<file path="src/rtl/zt_sram.sv">
module zt_sram #(
  parameter int ADDR_W = 6,
  parameter int LANES  = 4,
  parameter int LANE_W = 9
) (
  input  logic                    clk,
  input  logic                    rst_n,
  input  logic                    cke,
  input  logic                    cs0_n,
  input  logic                    cs1,
  input  logic                    cs2_n,
  input  logic                    adv,
  input  logic                    wen,
  input  logic [LANES-1:0]        bsel,
  input  logic [ADDR_W-1:0]       addr,
  input  logic                    ilv,
  input  logic                    oe_n,
  input  logic [LANES*LANE_W-1:0] d_in,
  output logic [LANES*LANE_W-1:0] d_out,
  output logic                    d_oe
);
  localparam int DW    = LANES * LANE_W;
  localparam int DEPTH = 1 << ADDR_W;

  logic [DW-1:0] mem [DEPTH];

  logic              b_act, b_wr, b_ilv;
  logic [ADDR_W-1:0] b_base;
  logic [1:0]        b_cnt;

  logic              s1_vld, s1_wr, s2_vld, s2_wr, drv;
  logic [ADDR_W-1:0] s1_addr, s2_addr;
  logic [LANES-1:0]  s1_msk, s2_msk;

  wire              sel     = ~cs0_n & cs1 & ~cs2_n;
  wire [1:0]        nxt_cnt = b_cnt + 2'd1;
  wire [1:0]        lo      = b_ilv ? (b_base[1:0] ^ nxt_cnt) : (b_base[1:0] + nxt_cnt);
  wire              c_vld   = adv ? b_act : sel;
  wire              c_wr    = adv ? b_wr : wen;
  wire [ADDR_W-1:0] c_addr  = adv ? {b_base[ADDR_W-1:2], lo} : addr;
  wire              fwd     = s2_vld & s2_wr & (s2_addr == s1_addr);

  logic [DW-1:0] rd_mrg, wr_new;
  always_comb begin
    for (int l = 0; l < LANES; l++) begin
      rd_mrg[l*LANE_W +: LANE_W] = (fwd && s2_msk[l]) ? d_in[l*LANE_W +: LANE_W]
                                                      : mem[s1_addr][l*LANE_W +: LANE_W];
      wr_new[l*LANE_W +: LANE_W] = s2_msk[l] ? d_in[l*LANE_W +: LANE_W]
                                             : mem[s2_addr][l*LANE_W +: LANE_W];
    end
  end

  always_ff @(posedge clk or negedge rst_n) begin
    if (!rst_n) begin
      b_act  <= 1'b0;
      b_wr   <= 1'b0;
      b_ilv  <= 1'b0;
      b_base <= '0;
      b_cnt  <= '0;
    end else if (cke) begin
      if (adv) begin
        b_cnt <= nxt_cnt;
      end else begin
        b_act  <= sel;
        b_wr   <= wen;
        b_ilv  <= ilv;
        b_base <= addr;
        b_cnt  <= '0;
      end
    end
  end

  always_ff @(posedge clk or negedge rst_n) begin
    if (!rst_n) begin
      s1_vld  <= 1'b0;
      s1_wr   <= 1'b0;
      s1_addr <= '0;
      s1_msk  <= '0;
      s2_vld  <= 1'b0;
      s2_wr   <= 1'b0;
      s2_addr <= '0;
      s2_msk  <= '0;
      drv     <= 1'b0;
      d_out   <= '0;
    end else if (cke) begin
      s1_vld  <= c_vld;
      s1_wr   <= c_wr;
      s1_addr <= c_addr;
      s1_msk  <= bsel;
      s2_vld  <= s1_vld;
      s2_wr   <= s1_wr;
      s2_addr <= s1_addr;
      s2_msk  <= s1_msk;
      drv     <= s1_vld & ~s1_wr;
      if (s1_vld && !s1_wr) d_out <= rd_mrg;
    end
  end

  always_ff @(posedge clk) begin
    if (cke && s2_vld && s2_wr) mem[s2_addr] <= wr_new;
  end

  assign d_oe = drv & ~oe_n;
endmodule


</file>
<file path="config.mk">
export PLATFORM = sky130hd
export DESIGN_NAME = zt_sram
export DESIGN_NICKNAME = d
export VERILOG_FILES = /design/src/rtl/zt_sram.sv
export SDC_FILE = /design/constraint.sdc
export NUM_CORES = 2
export LEC_CHECK = 0
export BUFFER_PORTS_ARGS = -buffer_cell sky130_fd_sc_hd__buf_2
export CAP_MARGIN = 10
export CORE_UTILIZATION = 41
export DETAILED_ROUTE_END_ITERATION = 10
export PLACE_DENSITY = 0.54
export SYNTH_ARGS = -nofsm -noshare
export SYNTH_HDL_FRONTEND = slang
export SYNTH_SLANG_ARGS = --single-unit
</file>
<file path="constraint.sdc">
create_clock -name clk -period 7.5 [get_ports clk]
set_clock_uncertainty 0.1 [all_clocks]
set_input_delay 0.75 -clock clk [delete_from_list [all_inputs] [get_ports clk]]
set_output_delay 0.75 -clock clk [all_outputs]
set_load 0.01 [all_outputs]
</file>
==> impl_metrics.xml <==
<?xml version="1.0" encoding="UTF-8"?>
<metrics>
  <group name="grt">
    <metric name="grt-ovfl-total" unit="">0</metric>
    <metric name="grt_max_degree" unit="">97</metric>
    <metric name="first_pass_grt_wire_length" unit="mm">352</metric>
    <metric name="antenna_found_initial" unit="">12</metric>
    <metric name="first_global_vias" unit="">45200</metric>
    <metric name="grt_usage" unit="">0.223</metric>
  </group>
  <group name="die">
    <metric name="floorplan.die_area" unit="um^2">226000</metric>
    <metric name="die_w" unit="um">476</metric>
    <metric name="num_rows" unit="">173</metric>
    <metric name="initial_core_utilization" unit="">0.413</metric>
    <metric name="die_y" unit="um">476</metric>
    <metric name="core_area" unit="um^2">223000</metric>
    <metric name="num_io_pins" unit="">93</metric>
  </group>
  <group name="route">
    <metric name="detail_route.first_pass.iterations" unit="">8</metric>
    <metric name="detail_route.wirelength" unit="mm">250</metric>
    <metric name="drtIter0Drc" unit="">4814</metric>
    <metric name="route.vias.total" unit="">44100</metric>
    <metric name="drcViolationCount" unit="">0</metric>
    <metric name="drt.antenna.violating_nets" unit="">0</metric>
    <metric name="vias_per_cell" unit="">5.77</metric>
    <metric name="wl_per_cell" unit="um">32.7</metric>
  </group>
  <group name="clock_network">
    <metric name="cts_root_buffer" unit="">clkbuf_16</metric>
    <metric name="cts_inserted_buffers" unit="">237</metric>
    <metric name="clock_path_buffers" unit="">3</metric>
    <metric name="tritoncts" unit="">yes</metric>
    <metric name="h-tree-depth" unit="">4</metric>
    <metric name="worst_skew_pair.late_latency" unit="ns">0.92</metric>
    <metric name="clk_transition_reported_paths" unit="ns">0.06</metric>
    <metric name="tritoncts_num_sinks" unit="">2374</metric>
  </group>
  <group name="finish">
    <metric name="final_layout_size_suffix_gt1_frac" unit="">0.267</metric>
    <metric name="layout.filler_cells" unit="">18500</metric>
    <metric name="area_growth_syn_to_layout" unit="%">13.3</metric>
    <metric name="layout.cell_area.non_filler" unit="um^2">104000</metric>
    <metric name="nets" unit="">4519</metric>
    <metric name="final_cells" unit="">7654</metric>
    <metric name="seq_area" unit="um^2">71000</metric>
    <metric name="multi_input_area" unit="um^2">19700</metric>
  </group>
  <group name="sta">
    <metric name="finalSetupTns" unit="ns">0</metric>
    <metric name="timing.slew.headroom" unit="">0.126</metric>
    <metric name="hold_violations" unit="">0</metric>
    <metric name="finalCriticalPeriod" unit="ns">3.99</metric>
    <metric name="max_freq" unit="MHz">250</metric>
    <metric name="tightestPinTransition" unit="ns">1.30</metric>
    <metric name="report.final.slew_viol_count" unit="">0</metric>
    <metric name="setup_viol_count_final" unit="">0</metric>
    <metric name="grt_setup_unrepaired" unit="">false</metric>
    <metric name="timing.final.crit_share" unit="">0.532</metric>
  </group>
  <group name="synthesis">
    <metric name="synth_top_flop_cell" unit="">edfxtp_1</metric>
    <metric name="synth.net_count" unit="">4297</metric>
    <metric name="ys_types" unit="">50</metric>
    <metric name="syn-cell-area" unit="um^2">91900</metric>
    <metric name="synthTopCellsByArea" unit="">edfxtp_1 75%, mux4_2 15%, dfrtp_1 1.9%</metric>
    <metric name="ys.warnings.count" unit="">0</metric>
    <metric name="synth.largest_area_cell" unit="">edfxtp_1</metric>
    <metric name="number_of_synthesized_flops_with_an_enable_pin" unit="">2304</metric>
    <metric name="yosysTopAreaCellShare" unit="">0.753</metric>
    <metric name="postSynthCellCount" unit="">4240</metric>
    <metric name="ys_seq_area_frac" unit="">0.772</metric>
    <metric name="synth-async-reset-ratio" unit="">0.0295</metric>
    <metric name="synth.ff_latch_count" unit="">2374</metric>
    <metric name="postSynthAreaPerCell" unit="um^2">21.7</metric>
  </group>
  <group name="setup_path">
    <metric name="timing.reg2reg.worst_path_depth" unit="">3</metric>
    <metric name="crit_fanout" unit="">10</metric>
    <metric name="worstSetupPathType" unit="">flip-flop to flip-flop</metric>
    <metric name="worstSetupEndpointType" unit="">flip-flop</metric>
    <metric name="required" unit="ns">7.90</metric>
    <metric name="critPathArrivalTime" unit="ns">4.39</metric>
    <metric name="cp-start-kind" unit="">flip-flop</metric>
  </group>
  <group name="power_and_ir_drop">
    <metric name="power_leakage" unit="nW">32.5</metric>
    <metric name="power_density" unit="nW/um^2">294</metric>
    <metric name="design_power_total" unit="W">0.0307</metric>
    <metric name="vdd_ir_drop_max" unit="V">0.000278</metric>
  </group>
  <group name="placement">
    <metric name="placed_area" unit="um^2">95900</metric>
    <metric name="place_congestion" unit="">0.796</metric>
    <metric name="dp_hpwl" unit="mm">152</metric>
    <metric name="io_buffer_count" unit="">92</metric>
    <metric name="dp.cells" unit="">7176</metric>
  </group>
  <group name="min_path">
    <metric name="worst_hold_path_type" unit="">input port to flip-flop</metric>
    <metric name="holdPathStages" unit="">3</metric>
  </group>
  <group name="status">
    <metric name="outcome" unit="">complete, no violations</metric>
  </group>
  <group name="job">
    <metric name="max_cap_violations" unit="">0</metric>
  </group>
</metrics>
## critical path: stages (launching register included)
cell     delay [ns]
dfrtp_1        0.52
nor3b_1        0.93
nand2_1        0.86
nor2_1         1.15
## state kept, by name (all words and copies together) (netlist names), 2 cells and up
signal	cells
b_base	6
b_cnt	2
d_out	36
mem	2304
s1_addr	6
s1_msk	4
s2_addr	6
s2_msk	4
## power breakdown
| group | internal [W] | switching, W | total, W |
|---|---|---|---|
| combinational | 0.00142 | 0.00203 | 0.00345 |
| sequential | 0.0147 | 0.000279 | 0.0149 |
| clock | 0.00716 | 0.00510 | 0.0123 |
| total | 0.0233 | 0.00741 | 0.0307 |
## cell usage in the layout, fill, tap and decap left out, types with 65 or more instances in the layout
cell	synthesis	layout
edfxtp_1	2304	2304
mux4_2	629	629
nor2_1	294	285
clkbuf_16	0	239
nand2_1	200	196
buf_4	45	103
buf_2	61	91
mux2i_1	83	83
a22oi_1	70	70
dfrtp_1	70	65
## through the flow
stage | hold slack [ns] | setup WS [ns] | util
after detailed placement | 0.390 | 3.14 | 0.431
after global placement | 0.388 | 3.09 | 0.431
after CTS | 0.0878 | 3.44 | 0.468
after global routing | 0.111 | 3.28 | 0.468
final | 0.130 | 3.51 | 0.468
after floorplan | 0.350 | 4.92 | -
## what timing repair did
| item | CTS | global route |
|---|---|---|
| buffers inserted | 0 | 0 |
| hold buffers | 15 | 0 |
| hold endpoints to repair | 31 | 0 |
| setup endpoints to repair | 0 | 0 |
| resized for setup | 0 | 0 |
## logic make-up after synthesis
family | share of synthesized area
buffers and inverters | 0.0146
flip-flops | 0.772
AO/OA/AOI/OAI | 0.0175
AND/OR/NAND/NOR | 0.0292
XOR/XNOR | 0.000857
multiplexers | 0.166
adder cells (fa/ha/maj) | 0.000136
## synth_stat cells, drive strengths merged (4+ instances only)
cell type,instances
edfxtp,2304
mux4,629
nor2,294
nand2,200
buf,161
clkbuf,85
mux2i,83
a22oi,70
dfrtp,70
a21oi,49
nand3,42
a32oi,40
mux2,24
o21ai,19
nand2b,18
and3,17
nand4,17
nor3,15
a31oi,9
inv,9
xnor2,9
nor2b,8
a2111oi,7
nor4,7
o31ai,7
a211oi,6
nor3b,6
and3b,4
o22ai,4
## path summary, 6_finish.rpt
check | to | slack, ns | startpoint
worst max-delay path | mem[41][5] | 3.51 | s2_addr[0]
min in group asynchronous | d_out[19] | 0.26 | rst_n
worst min-delay path | b_cnt[1] | 0.13 | adv
worst min register to register | b_base[3] | 0.40 | b_base[3]
worst max register to register | mem[41][5] | 3.51 | s2_addr[0]
max in group asynchronous | s1_addr[3] | 5.55 | rst_n
## metal layers
metal  global-route usage  wire length [um]  share of wire  vias to the layer above
met1                0.302            104000           0.41                    24100
met3               0.0463             15900          0.064                      358
met5                    0                84        0.00034                        -
li1                     -                 -              -                    18200
met2                0.358            122000           0.49                     1465
met4               0.0778              8320          0.033                       12
## layout make-up
type,count,area share
antenna,8,0.000192
clock buffer,292,0.0602
clock inverter,156,0.0170
inverter,9,0.000396
multi-input combinational,1611,0.189
sequential,2374,0.681
tap,2975,0.0357
timing repair buffer,229,0.0165
Note: power is estimated with default switching activity, not from simulation.
